$ cat config.mk
export PLATFORM = sky130hd
export DESIGN_NAME = aes3_tx
export DESIGN_NICKNAME = d
export VERILOG_FILES = /design/src/rtl/aes3_pkg.sv /design/src/rtl/aes3_timing.sv /design/src/rtl/aes3_crc.sv /design/src/rtl/aes3_cell.sv /design/src/rtl/aes3_tx.sv
export SDC_FILE = /design/constraint.sdc
export NUM_CORES = 1
export LEC_CHECK = 0
export BUFFER_PORTS_ARGS = -buffer_cell sky130_fd_sc_hd__buf_4
export CAP_MARGIN = 10
export CORE_MARGIN = 10
export CORE_UTILIZATION = 55
export CTS_BUF_LIST = sky130_fd_sc_hd__clkbuf_8
export CTS_CLUSTER_SIZE = 25
export DETAILED_ROUTE_END_ITERATION = 6
export PLACE_DENSITY_LB_ADDON = 0.1
export SLEW_MARGIN = 20
export SYNTH_ARGS = -nofsm -noshare
export SYNTH_HDL_FRONTEND = slang
export SYNTH_SLANG_ARGS = --single-unit
$ cat constraint.sdc
create_clock -name clk -period 2.48 [get_ports clk]
set_input_delay 0.372 -clock clk [delete_from_list [all_inputs] [get_ports clk]]
set_output_delay 0.372 -clock clk [all_outputs]
set_load 0.02 [all_outputs]
$ cat src/rtl/aes3_pkg.sv
package aes3_pkg;
  // preamble half-cell patterns, MSB first, relative to the previous line level
  localparam logic [7:0] PRE_Z = 8'b11101000;
  localparam logic [7:0] PRE_Y = 8'b11100100;
  localparam logic [7:0] PRE_X = 8'b11100010;
  localparam logic [7:0] CRC_POLY = 8'h1D;
  localparam logic [7:0] CRC_INIT = 8'hFF;

  typedef enum logic [1:0] {PRE_KIND_Z, PRE_KIND_X, PRE_KIND_Y} pre_kind_e;

  function automatic logic [7:0] crc_step(input logic [7:0] r, input logic d);
    logic fb;
    fb = d ^ r[7];
    return {r[6:0], 1'b0} ^ (fb ? CRC_POLY : 8'h00);
  endfunction
endpackage

$ cat src/rtl/aes3_timing.sv
module aes3_timing #(
  parameter int FRAMES       = 192,
  parameter int HALVES       = 64,
  parameter int STROBE_FRAME = 128,
  parameter int HC_W         = $clog2(HALVES),
  parameter int FR_W         = $clog2(FRAMES)
) (
  input  logic            clk,
  input  logic            rst,
  output logic [HC_W-1:0] hc,
  output logic            sub,
  output logic [FR_W-1:0] frm,
  output logic            blk_q
);
  localparam int LEAD   = 2;              // one bit period in half-cells
  localparam int FRM_HC = 2 * HALVES;
  localparam int TOTAL  = FRAMES * FRM_HC;
  localparam int POS_W  = $clog2(TOTAL + LEAD) + 1;

  logic [POS_W-1:0] pos, pos_l;
  logic             blk_next;

  always_comb begin
    pos = POS_W'(frm) * POS_W'(FRM_HC) + (sub ? POS_W'(HALVES) : '0) + POS_W'(hc);
    pos_l = pos + POS_W'(LEAD);
    if (pos_l >= POS_W'(TOTAL)) pos_l = pos_l - POS_W'(TOTAL);
    blk_next = pos_l < POS_W'(STROBE_FRAME * FRM_HC);
  end

  always_ff @(posedge clk) begin
    if (rst) begin
      hc    <= '0;
      sub   <= 1'b0;
      frm   <= '0;
      blk_q <= 1'b0;
    end else begin
      blk_q <= blk_next;
      if (hc == HC_W'(HALVES - 1)) begin
        hc  <= '0;
        sub <= ~sub;
        if (sub) frm <= (frm == FR_W'(FRAMES - 1)) ? '0 : frm + 1'b1;
      end else begin
        hc <= hc + 1'b1;
      end
    end
  end

  a_r5_frame_range: assert property (@(posedge clk) disable iff (rst)
    frm < FR_W'(FRAMES));

  // strobe drops one bit period ahead of the strobe frame
  a_r9_strobe_fall: assert property (@(posedge clk) disable iff (rst)
    $fell(blk_q) |-> (frm == FR_W'(STROBE_FRAME - 1) && sub &&
                      hc == HC_W'(HALVES - LEAD + 1)));
endmodule

$ cat src/rtl/aes3_crc.sv
module aes3_crc import aes3_pkg::*; #(
  parameter int FRAMES = 192,
  parameter int FR_W   = $clog2(FRAMES)
) (
  input  logic            clk,
  input  logic            rst,
  input  logic            load,
  input  logic            sub,
  input  logic [FR_W-1:0] frm,
  input  logic            c_in,
  output logic            crc_bit,
  output logic            in_tail
);
  localparam int TAIL = FRAMES - 8;

  logic [7:0]      crc_q [2];
  logic [FR_W-1:0] off;

  assign in_tail = frm >= FR_W'(TAIL);
  assign off     = frm - FR_W'(TAIL);
  assign crc_bit = crc_q[sub][off[2:0]];

  for (genvar ch = 0; ch < 2; ch++) begin : g_chan
    always_ff @(posedge clk) begin
      if (rst) begin
        crc_q[ch] <= CRC_INIT;
      end else if (load && (sub == ch[0]) && !in_tail) begin
        crc_q[ch] <= crc_step((frm == '0) ? CRC_INIT : crc_q[ch], c_in);
      end
    end

    // the CRC being sent stays frozen over the tail frames
    a_r7_crc_frozen: assert property (@(posedge clk) disable iff (rst)
      in_tail |=> $stable(crc_q[ch]));
  end
endmodule

$ cat src/rtl/aes3_cell.sv
module aes3_cell import aes3_pkg::*; #(
  parameter int SAMPLE_W = 24,
  parameter int HALVES   = 2 * (SAMPLE_W + 8),
  parameter int HC_W     = $clog2(HALVES)
) (
  input  logic                clk,
  input  logic                rst,
  input  logic                load,
  input  logic [HC_W-1:0]     hc,
  input  pre_kind_e           kind,
  input  logic [SAMPLE_W-1:0] sample,
  input  logic                v_bit,
  input  logic                u_bit,
  input  logic                c_bit,
  output logic                line_q,
  output logic                line_n_q,
  output logic                ack_q
);
  localparam int PAY_W      = SAMPLE_W + 4;
  localparam int PRE_HALVES = 8;

  logic [PAY_W-1:0] sh_q, payload;
  logic             base_q, emit_q, par, base, nxt;
  logic [HC_W-1:0]  hc_e_q;
  logic [7:0]       pat;

  always_comb begin
    par     = ^{c_bit, u_bit, v_bit, sample};
    payload = {par, c_bit, u_bit, v_bit, sample};
    base    = (hc == '0) ? line_q : base_q;
    case (kind)
      PRE_KIND_Z: pat = PRE_Z;
      PRE_KIND_Y: pat = PRE_Y;
      default:    pat = PRE_X;
    endcase
    if (hc < HC_W'(PRE_HALVES)) nxt = base ^ pat[3'd7 - hc[2:0]];
    else if (!hc[0])            nxt = ~line_q;
    else                        nxt = line_q ^ sh_q[0];
  end

  always_ff @(posedge clk) begin
    if (rst) begin
      line_q   <= 1'b0;
      line_n_q <= 1'b0;
      base_q   <= 1'b0;
      sh_q     <= '0;
      ack_q    <= 1'b0;
      emit_q   <= 1'b0;
      hc_e_q   <= '0;
    end else begin
      line_q   <= nxt;
      line_n_q <= ~nxt;
      ack_q    <= load;
      emit_q   <= 1'b1;
      hc_e_q   <= hc;
      if (load) begin
        sh_q   <= payload;
        base_q <= line_q;
      end else if (hc >= HC_W'(PRE_HALVES) && hc[0]) begin
        sh_q <= sh_q >> 1;
      end
    end
  end

  // every data slot begins with a transition
  a_r3_slot_edge: assert property (@(posedge clk) disable iff (rst)
    (emit_q && hc_e_q >= HC_W'(PRE_HALVES) && !hc_e_q[0]) |-> line_q != $past(line_q));

  // even parity returns the line to its level before the preamble
  a_r2_parity_level: assert property (@(posedge clk) disable iff (rst)
    (emit_q && hc_e_q == HC_W'(HALVES - 1)) |-> line_q == base_q);
endmodule

$ cat src/rtl/aes3_tx.sv
module aes3_tx import aes3_pkg::*; #(
  parameter int SAMPLE_W     = 24,
  parameter int FRAMES       = 192,
  parameter int STROBE_FRAME = 128
) (
  input  logic                clk,
  input  logic                rst,
  input  logic [SAMPLE_W-1:0] smp_data,
  input  logic                smp_v,
  input  logic                smp_u,
  input  logic                smp_c,
  input  logic                smp_rdy,
  input  logic                pro_mode,
  input  logic                crc_en,
  output logic                smp_ack,
  output logic                tx_p,
  output logic                tx_n,
  output logic                blk_strobe
);
  localparam int HALVES = 2 * (SAMPLE_W + 8);
  localparam int HC_W   = $clog2(HALVES);
  localparam int FR_W   = $clog2(FRAMES);

  logic [HC_W-1:0]     hc;
  logic                sub, load, crc_bit, in_tail, c_raw, c_eff, v_eff, u_eff;
  logic [FR_W-1:0]     frm;
  logic [SAMPLE_W-1:0] s_eff;
  pre_kind_e           kind;

  aes3_timing #(.FRAMES(FRAMES), .HALVES(HALVES), .STROBE_FRAME(STROBE_FRAME),
                .HC_W(HC_W), .FR_W(FR_W)) u_timing (
    .clk(clk), .rst(rst), .hc(hc), .sub(sub), .frm(frm), .blk_q(blk_strobe));

  always_comb begin
    load  = (hc == '0);
    s_eff = smp_rdy ? smp_data : '0;
    v_eff = smp_rdy ? smp_v : 1'b1;
    u_eff = smp_rdy & smp_u;
    c_raw = smp_rdy & smp_c;
    c_eff = (pro_mode && crc_en && in_tail) ? crc_bit : c_raw;
    if (sub)            kind = PRE_KIND_Y;
    else if (frm == '0) kind = PRE_KIND_Z;
    else                kind = PRE_KIND_X;
  end

  aes3_crc #(.FRAMES(FRAMES), .FR_W(FR_W)) u_crc (
    .clk(clk), .rst(rst), .load(load), .sub(sub), .frm(frm), .c_in(c_eff),
    .crc_bit(crc_bit), .in_tail(in_tail));

  aes3_cell #(.SAMPLE_W(SAMPLE_W), .HALVES(HALVES), .HC_W(HC_W)) u_cell (
    .clk(clk), .rst(rst), .load(load), .hc(hc), .kind(kind), .sample(s_eff),
    .v_bit(v_eff), .u_bit(u_eff), .c_bit(c_eff),
    .line_q(tx_p), .line_n_q(tx_n), .ack_q(smp_ack));

  // acknowledge appears only in the clock after the capture edge
  a_r6_ack_slot: assert property (@(posedge clk) disable iff (rst)
    smp_ack |-> hc == HC_W'(1));
endmodule

# --- After elaboration in Yosys (flattened, before gate mapping) ---
# Memories as Yosys holds them, arrays and structs flattened. A register that Yosys moved wholly into a read port is not among the register bits.
# Index checks and enable logic that the tools add are counted.
word_totals:
  rom_bits: 0
  mem_count: 1
  ram_bits: 16
  out_inout_bits: 4
  register_bits: 48
  latch_bits: 0
mem_list:
  columns: ["name", "depth", "width", "read_ports", "rd_clocked_by_memory_dff", "wr", "line", "source"]
  rows:
  - ["u_crc.crc_q", 2, 8, 3, 1, 2, "aes3_crc.sv:16", "logic [7:0] crc_q [2];"]
op_classes:
  shift: 0
  n_addsub: 8
  order_cmp: 7
  bitwise_logic: 13
  n_eq_ne: 3
  reduce_logical: 15
  div_mod_pow: 0
  mux: 34
  multipliers: 0
ops:
  columns: ["cell", "n"]
  rows:
  - ["$mux W28", 2]
  - ["$mux W8", 5]
  - ["$reduce_xor A27 Y1", 1]
  - ["$mux W24", 1]
  - ["$mux W1", 18]
  - ["$add A15 B7 Y16", 1]
  - ["$add A16 B2 Y16 const B", 1]
  - ["$add A16 B6 Y16", 1]
  - ["$ge A16 B15 Y1 const B", 1]
  - ["$lt A16 B15 Y1 const B", 1]
  - ["$mux W16", 1]
  - ["$sub A16 B15 Y16 const B", 1]
  - ["$xor A8 B8 Y8", 2]
  - ["$mux W5", 2]
  - ["$add A8 B1 Y8 const B", 1]
  - ["$eq A8 B8 Y1 const B", 1]
  - ["$ge A8 B8 Y1 const B", 1]
  - ["$logic_not A8 Y1", 1]
  - ["$lt A3 B4 Y1 const B", 2]
  - ["$pmux W4 S2", 1]
  - ["$logic_and A1 B1 Y1", 7]
  - ["$mux W7", 1]
  - ["$add A6 B1 Y6 const B", 1]
  - ["$bmux W1 S3", 2]
  - ["other kinds (17)", 24]

# --- Depth between registers and ports, before layout ---
# Gate-level depths: netlist (run 1).
logic_depth:
  ltp_word: 10
  depth_mapped: 9

# --- Hierarchy ---
# A second synthesis (run 1) with hierarchy kept.
unflattened:
  hier_cells: 386
  hier_area_um2: 3712.3
modules_own_cells:
  columns: ["mod", "area_per_inst_um2", "n_inst", "cells_per_inst"]
  rows:
  - ["aes3_cell", 1655.3, 1, 174]
  - ["aes3_crc", 1024.7, 1, 84]
  - ["aes3_timing", 802.0, 1, 91]
  - ["aes3_tx", 230.2, 1, 37]

# --- Worst setup path after synthesis (run 1) ---
# OpenSTA, ideal clock, no wires.
synth_path:
  path_type: "register to register"
  startpoint: "reg u_timing.hc[4]"
  endpoint: "mem u_crc.crc_q[0][0] (enable)"
  setup_ns: 0.387
  stages_incl_launch_ff: 6
  path_slack_ns: 0.110
  t_arrival_ns: 1.984
  cell_sequence: "dfxtp_1 -> nor3_1 -> nand3_1 -> buf_2 -> buf_1 -> o31ai_1"
synth_lines:
  columns: ["item", "line", "source"]
  rows:
  - ["from (decl)", "aes3_timing.sv:10", "output logic [HC_W-1:0] hc,"]
  - ["from (signal assigned)", "aes3_timing.sv:43", "hc <= hc + 1'b1;"]
  - ["to (decl)", "aes3_crc.sv:16", null]

==> results of run 1 <==
registers in the layout (all words and copies together) (netlist names), named ones only:
register	flops
u_cell.line_n_q	1
u_timing.sub	1
u_timing.blk_q	1
u_cell.sh_q	28
u_crc.crc_q	16
u_cell.line_q	1
u_cell.base_q	1
u_cell.ack_q	1
u_timing.hc	6
u_timing.frm	8
cells by family (layout without fill, tap and decap cells):
kind of cell	count (synthesis)	count (layout)	share of synthesized area
xor gates and xnor gates	52	52	0.1376
and+or+nand+nor	146	146	0.1842
AOI/OAI and AO/OA	71	71	0.1440
buffers and inverters	35	75	0.04170
muxes	9	9	0.05132
adders and majority gates	7	7	0.02495
DFF	65	65	0.4163
worst max-delay path: stages, from the launching register on:
cell and delay [ns]:
dfxtp_2 0.39, mux4_1 0.58, mux4_2 0.51, mux2i_4 0.25, buf_12 0.17, xor2_1 0.16, nand2_1 0.07
Yosys cell counts, types with 4 or more instances:
| library cell | instances | share of area |
|---|---|---|
| edfxtp_1 | 16 | 0.14 |
| nand3_1 | 5 | 0.0071 |
| mux4_1 | 4 | 0.030 |
| clkbuf_1 | 19 | 0.020 |
| nor3_1 | 4 | 0.0057 |
| xnor2_1 | 34 | 0.085 |
| nand2b_1 | 10 | 0.018 |
| xor2_1 | 16 | 0.040 |
| inv_1 | 7 | 0.0075 |
| nor2_1 | 34 | 0.036 |
| nand4_1 | 4 | 0.0071 |
| nand2_1 | 71 | 0.076 |
| dfxtp_1 | 49 | 0.28 |
| a311oi_1 | 24 | 0.060 |
| ha_1 | 7 | 0.025 |
| a21oi_1 | 30 | 0.043 |
layout by cell type, fill, tap and decap left out, types with 3 or more instances in the layout:
master / instances
nor2b_1: 3
ha_1: 7
xnor2_1: 34
nor4_1: 3
nand2b_1: 10
a21oi_1: 30
edfxtp_1: 16
clkinvlp_4: 3
nand3_1: 4
nand4_1: 4
inv_1: 8
nor2_1: 34
a311oi_1: 24
mux2i_1: 3
xor2_1: 16
buf_4: 49
and3_1: 3
nand3b_1: 3
mux4_1: 4
clkbuf_8: 9
dfxtp_1: 48
nor3_1: 4
clkinv_1: 4
nand2_1: 71
cell type report:
cell class                      instances  area [um2]  area share
Timing Repair Buffer                   50       387.9     0.09574
Sequential cell                        65        1463      0.3610
Tap cell                               77       96.34     0.02378
Clock buffer                            9       123.9     0.03057
Clock inverter                          7       38.79    0.009574
Inverter                                9       33.78    0.008338
Multi-Input combinational cell        285        1908      0.4710
final timing paths:
kind,start,end,cells past startpoint
hold / removal,smp_data[3],u_cell.sh_q[3]$_SDFFE_PP0P_,3
setup reg to reg,flop,u_crc.crc_q[0][2]$_SDFFCE_PN1P_,6
hold reg to reg,u_cell.sh_q[25]$_SDFFE_PP0P_,u_cell.sh_q[25]$_SDFFE_PP0P_,2
setup / recovery,flop,u_crc.crc_q[0][2]$_SDFFCE_PN1P_,6
metrics by stage:
step / util / setup slack [ns] / cell area, um2
3_5_place_dp: 0.6193 / 0.01128 / 3887
3_3_place_gp: 0.6193 / 0.1267 / 3887
2_1_floorplan: - / 0.1099 / 3511
6_report: 0.6454 / 0.1088 / 4051
5_1_grt: 0.6454 / 0.01260 / 4051
4_1_cts: 0.6452 / 0.006042 / 4050
report_power, final:
| group | leakage (nW) | switching, W | internal [W] | total (W) |
|---|---|---|---|---|
| combinational | 0.827 | 0.000228 | 0.000235 | 0.000463 |
| sequential | 0.521 | 0.0000476 | 0.00117 | 0.00121 |
| clock | 0.0775 | 0.000397 | 0.000349 | 0.000746 |
| total | 1.43 | 0.000672 | 0.00175 | 0.00242 |
per-layer routing:
layer	up-vias	share of wire	global-route usage
met5	-	0	0
li1	1417	-	-
met2	50	0.48	0.2504
met1	1332	0.47	0.1901
met3	14	0.041	0.04670
met4	0	0.014	0.06615
==> run summary, run 1 <==
initial antenna violation count - 0
Max Transition Viols Final - 0
Area growth, synth to finish - 15.40%
async set-reset flop share out of synthesis - 0
final cell count without fillers - 502
post-synthesis sequential area ratio - 0.4163
Congestion Overflow GR - 0
crit end category - flop
post-route ant nets - 0
# port buffers - 35
Vias/cell - 5.604
TritonRoute pass-1 iters - 4
first-pass GRT wire length - 12880 um
TritonCTS clock tree - yes
average size of a mapped cell - 9.119 um2
wire length per cell - 15.03 um
placed cell count - 486
type of the worst setup path - flop to flop
syn nets - 424
gpl congestion - 0.8426
DRC violations left - 0
reg2reg setup slack - 0.11 ns
Post-CTS Hold Buffers - 0
CP Data Required Time - 2.58 ns
Initial Util - 0.5593
Die Y - 99.90 um
Final period util - 0.9561
Post-synth EDFFs - 16
Fin. Hold Viols - 0
worst skew pair latency - 0.34 ns
Max-Cap Viols - 0
post-synthesis sequential element count - 65
Synth Instances - 385
Min Hold Slack - 0.3719 ns
Max clock buf depth - 2
Leak - 1.425 nW
largest net degree at the start of global routing - 45
distinct cell type count after synthesis - 48
Synth Flop Type - dfxtp_1
Detailed Place HPWL - 5417 um
clock skew - 0.008034 ns
die area - 9979 um2
min cycle time layout - 2.371 ns
setup violators final - 0
Detailed Route Iter0 Violations - 115
Rel. slew slack - 0.6181
Max H-tree Level - 3
RSZ-0062 raised after global routing - false
Max VDD drop - 0.0004566 V
core box area - 6277 um2
post-cts resize count - 0
vias in the first global route - 2774
# diodes - 0
Total Nets Final - 459
Critical Path Start Type - flop
via count - 2813
IO Pins - 36
worst hold-check path type - primary input to flop
Die W - 99.90 um
CP max FO - 8
total power - 0.002423 W
row cnt - 29
FMAX - 0.4217 GHz
Final TNS setup - 0 ns
CTS root buf - clkbuf_8
Post-Syn Area - 3511 um2
Tot GR Track Use - 0.1561
Power Density - 598.0 nW/um2
clk sinks - 65
register clock-pin slew on the reported worst setup and hold paths - 0.07 ns
worst slew pin tran - 0.5714 ns
Ys Warns - 0
layout cells sized above 1 - 0.1671
post-CTS setup buffers - 0
crit path DAT - 2.47 ns
Routed WL - 7545 um
TritonCTS buffer count - 9
# fillers - 541
status - completed
Note: power is estimated with default switching activity, not from simulation.
==> run 2: changes to the inputs <==
--- a/config.mk
+++ b/config.mk
@@ -12,7 +12,8 @@
 export CTS_BUF_LIST = sky130_fd_sc_hd__clkbuf_8
 export CTS_CLUSTER_SIZE = 25
 export DETAILED_ROUTE_END_ITERATION = 6
-export PLACE_DENSITY_LB_ADDON = 0.1
+export PLACE_DENSITY = 0.78
+export RECOVER_POWER = 50
 export SLEW_MARGIN = 20
 export SYNTH_ARGS = -nofsm -noshare
 export SYNTH_HDL_FRONTEND = slang
==> run summary, run 2 (same netlist as run 1, synthesis figures left out) <==
status - completed
Fin. Hold Viols - 0
# fillers - 512
Vias/cell - 5.631
Max clock buf depth - 2
setup violators final - 0
DRC violations left - 0
Power Density - 618.7 nW/um2
first-pass GRT wire length - 13050 um
Area growth, synth to finish - 15.29%
register clock-pin slew on the reported worst setup and hold paths - 0.07 ns
TritonCTS clock tree - yes
area occupied by multi-input gates - 1913 um2
initial antenna violation count - 0
IO Pins - 36
worst slew pin tran - 0.8380 ns
Largest register FFs - 28
commonest non-fill, non-tap cell in the layout - nand2_1
# diodes - 0
FMAX - 0.4217 GHz
type of the worst setup path - flop to flop
post-cts resize count - 0
clock skew - 0.008495 ns
gpl congestion - 0.9149
RSZ-0062 raised after global routing - false
core box area - 6277 um2
Die W - 99.90 um
Placed Instance Area - 3877 um2
worst hold start - rst
Min Hold Slack - 0.2431 ns
CP Data Required Time - 2.56 ns
worst skew pair latency - 0.34 ns
Final TNS setup - 0 ns
Rel. slew slack - 0.4379
Max H-tree Level - 3
largest registers - u_cell.sh_q (28), u_crc.crc_q (16), u_timing.frm (8)
crit end category - flop
worst hold-check path type - primary input to flop
TritonCTS buffer count - 9
Critical Path Start Type - flop
Detailed Place HPWL - 5395 um
vias in the first global route - 2741
row cnt - 29
Initial Util - 0.5593
Sequential Area - 1461 um2
Tot GR Track Use - 0.1592
min cycle time layout - 2.371 ns
Die Y - 99.90 um
Detailed Route Iter0 Violations - 207
Final Instance Area - 4048 um2
die area - 9979 um2
clk sinks - 65
TritonRoute pass-1 iters - 4
CTS root buf - clkbuf_8
CP max FO - 8
wire length per cell - 15.46 um
Max VDD drop - 0.0004502 V
Max Transition Viols Final - 0
most frequent cells in the layout - 71 x nand2_1, 49 x dfxtp_1, 43 x buf_4
register with the highest flop count - u_cell.sh_q
crit path DAT - 2.45 ns
Max-Cap Viols - 0
Routed WL - 7747 um
Congestion Overflow GR - 0
layout cells sized above 1 - 0.1627
Leak - 1.422 nW
# port buffers - 35
Total Nets Final - 458
via count - 2821
total power - 0.002504 W
post-route ant nets - 0
largest net degree at the start of global routing - 40
Final period util - 0.9562
[run 2: changes by cell type in the layout (fill, tap and decap cells not counted), moves of 2 or more]
cell        change
buf_4           -6
clkbuf_1        +4
clkbuf_8        +2
clkinv_1        -2
clkinv_2        +2
clkinvlp_4      -2
[run 2: path summary, 6_finish.rpt]
path	end	slack, ns	depth (start not counted)
setup reg to reg	u_crc.crc_q[1][4]$_SDFFCE_PN1P_	0.11	6
setup / recovery	u_crc.crc_q[1][4]$_SDFFCE_PN1P_	0.11	6
hold reg to reg	u_cell.sh_q[25]$_SDFFE_PP0P_	0.47	2
hold / removal	u_timing.sub$_SDFFE_PP0P_	0.24	2
[run 2: per-layer routing]
layer	wire (um)	global-route usage	vias to the layer above
met1	3581	0.2024	1329
met2	3682	0.2469	62
li1	-	-	1416
met4	133	0.06836	0
met3	350	0.04464	14
met5	0	0	-
[run 2: critical path: stages (launching register included)]
cell and delay, ns:
dfxtp_1 0.42, mux4_1 0.59, mux4_2 0.49, mux2i_4 0.21
buf_12 0.17, xor2_1 0.15, nand2_1 0.07
[run 2: repair_timing]
action,CTS,global route
endpoints found under the setup margin,0,8
setup buffers,0,1
hold buffers,0,0
[run 2: area by class of cell]
type                    instances  share of cell area
multi-input cells             285              0.4726
clock inverters                 5            0.007110
repair buffers                 49             0.08964
clock buffers                  11             0.03740
well taps                      77             0.02380
inverters                       9            0.008346
flip-flops and latches         65              0.3611
[run 2: metrics by stage]
stage / utilization / cells / worst slack, ns
CTS: 0.6464 / 500 / 0.03867
floorplan: - / 385 / 0.1099
finish: 0.6448 / 501 / 0.1087
detailed placement: 0.6177 / 484 / 0.05684
global placement: 0.6169 / 484 / 0.1325
global route: 0.6448 / 501 / 0.002965
[run 2: report_power, final]
group          internal [W]  switching, W
logic              0.000229      0.000240
registers           0.00117     0.0000456
clock network      0.000412      0.000411
total               0.00181      0.000697
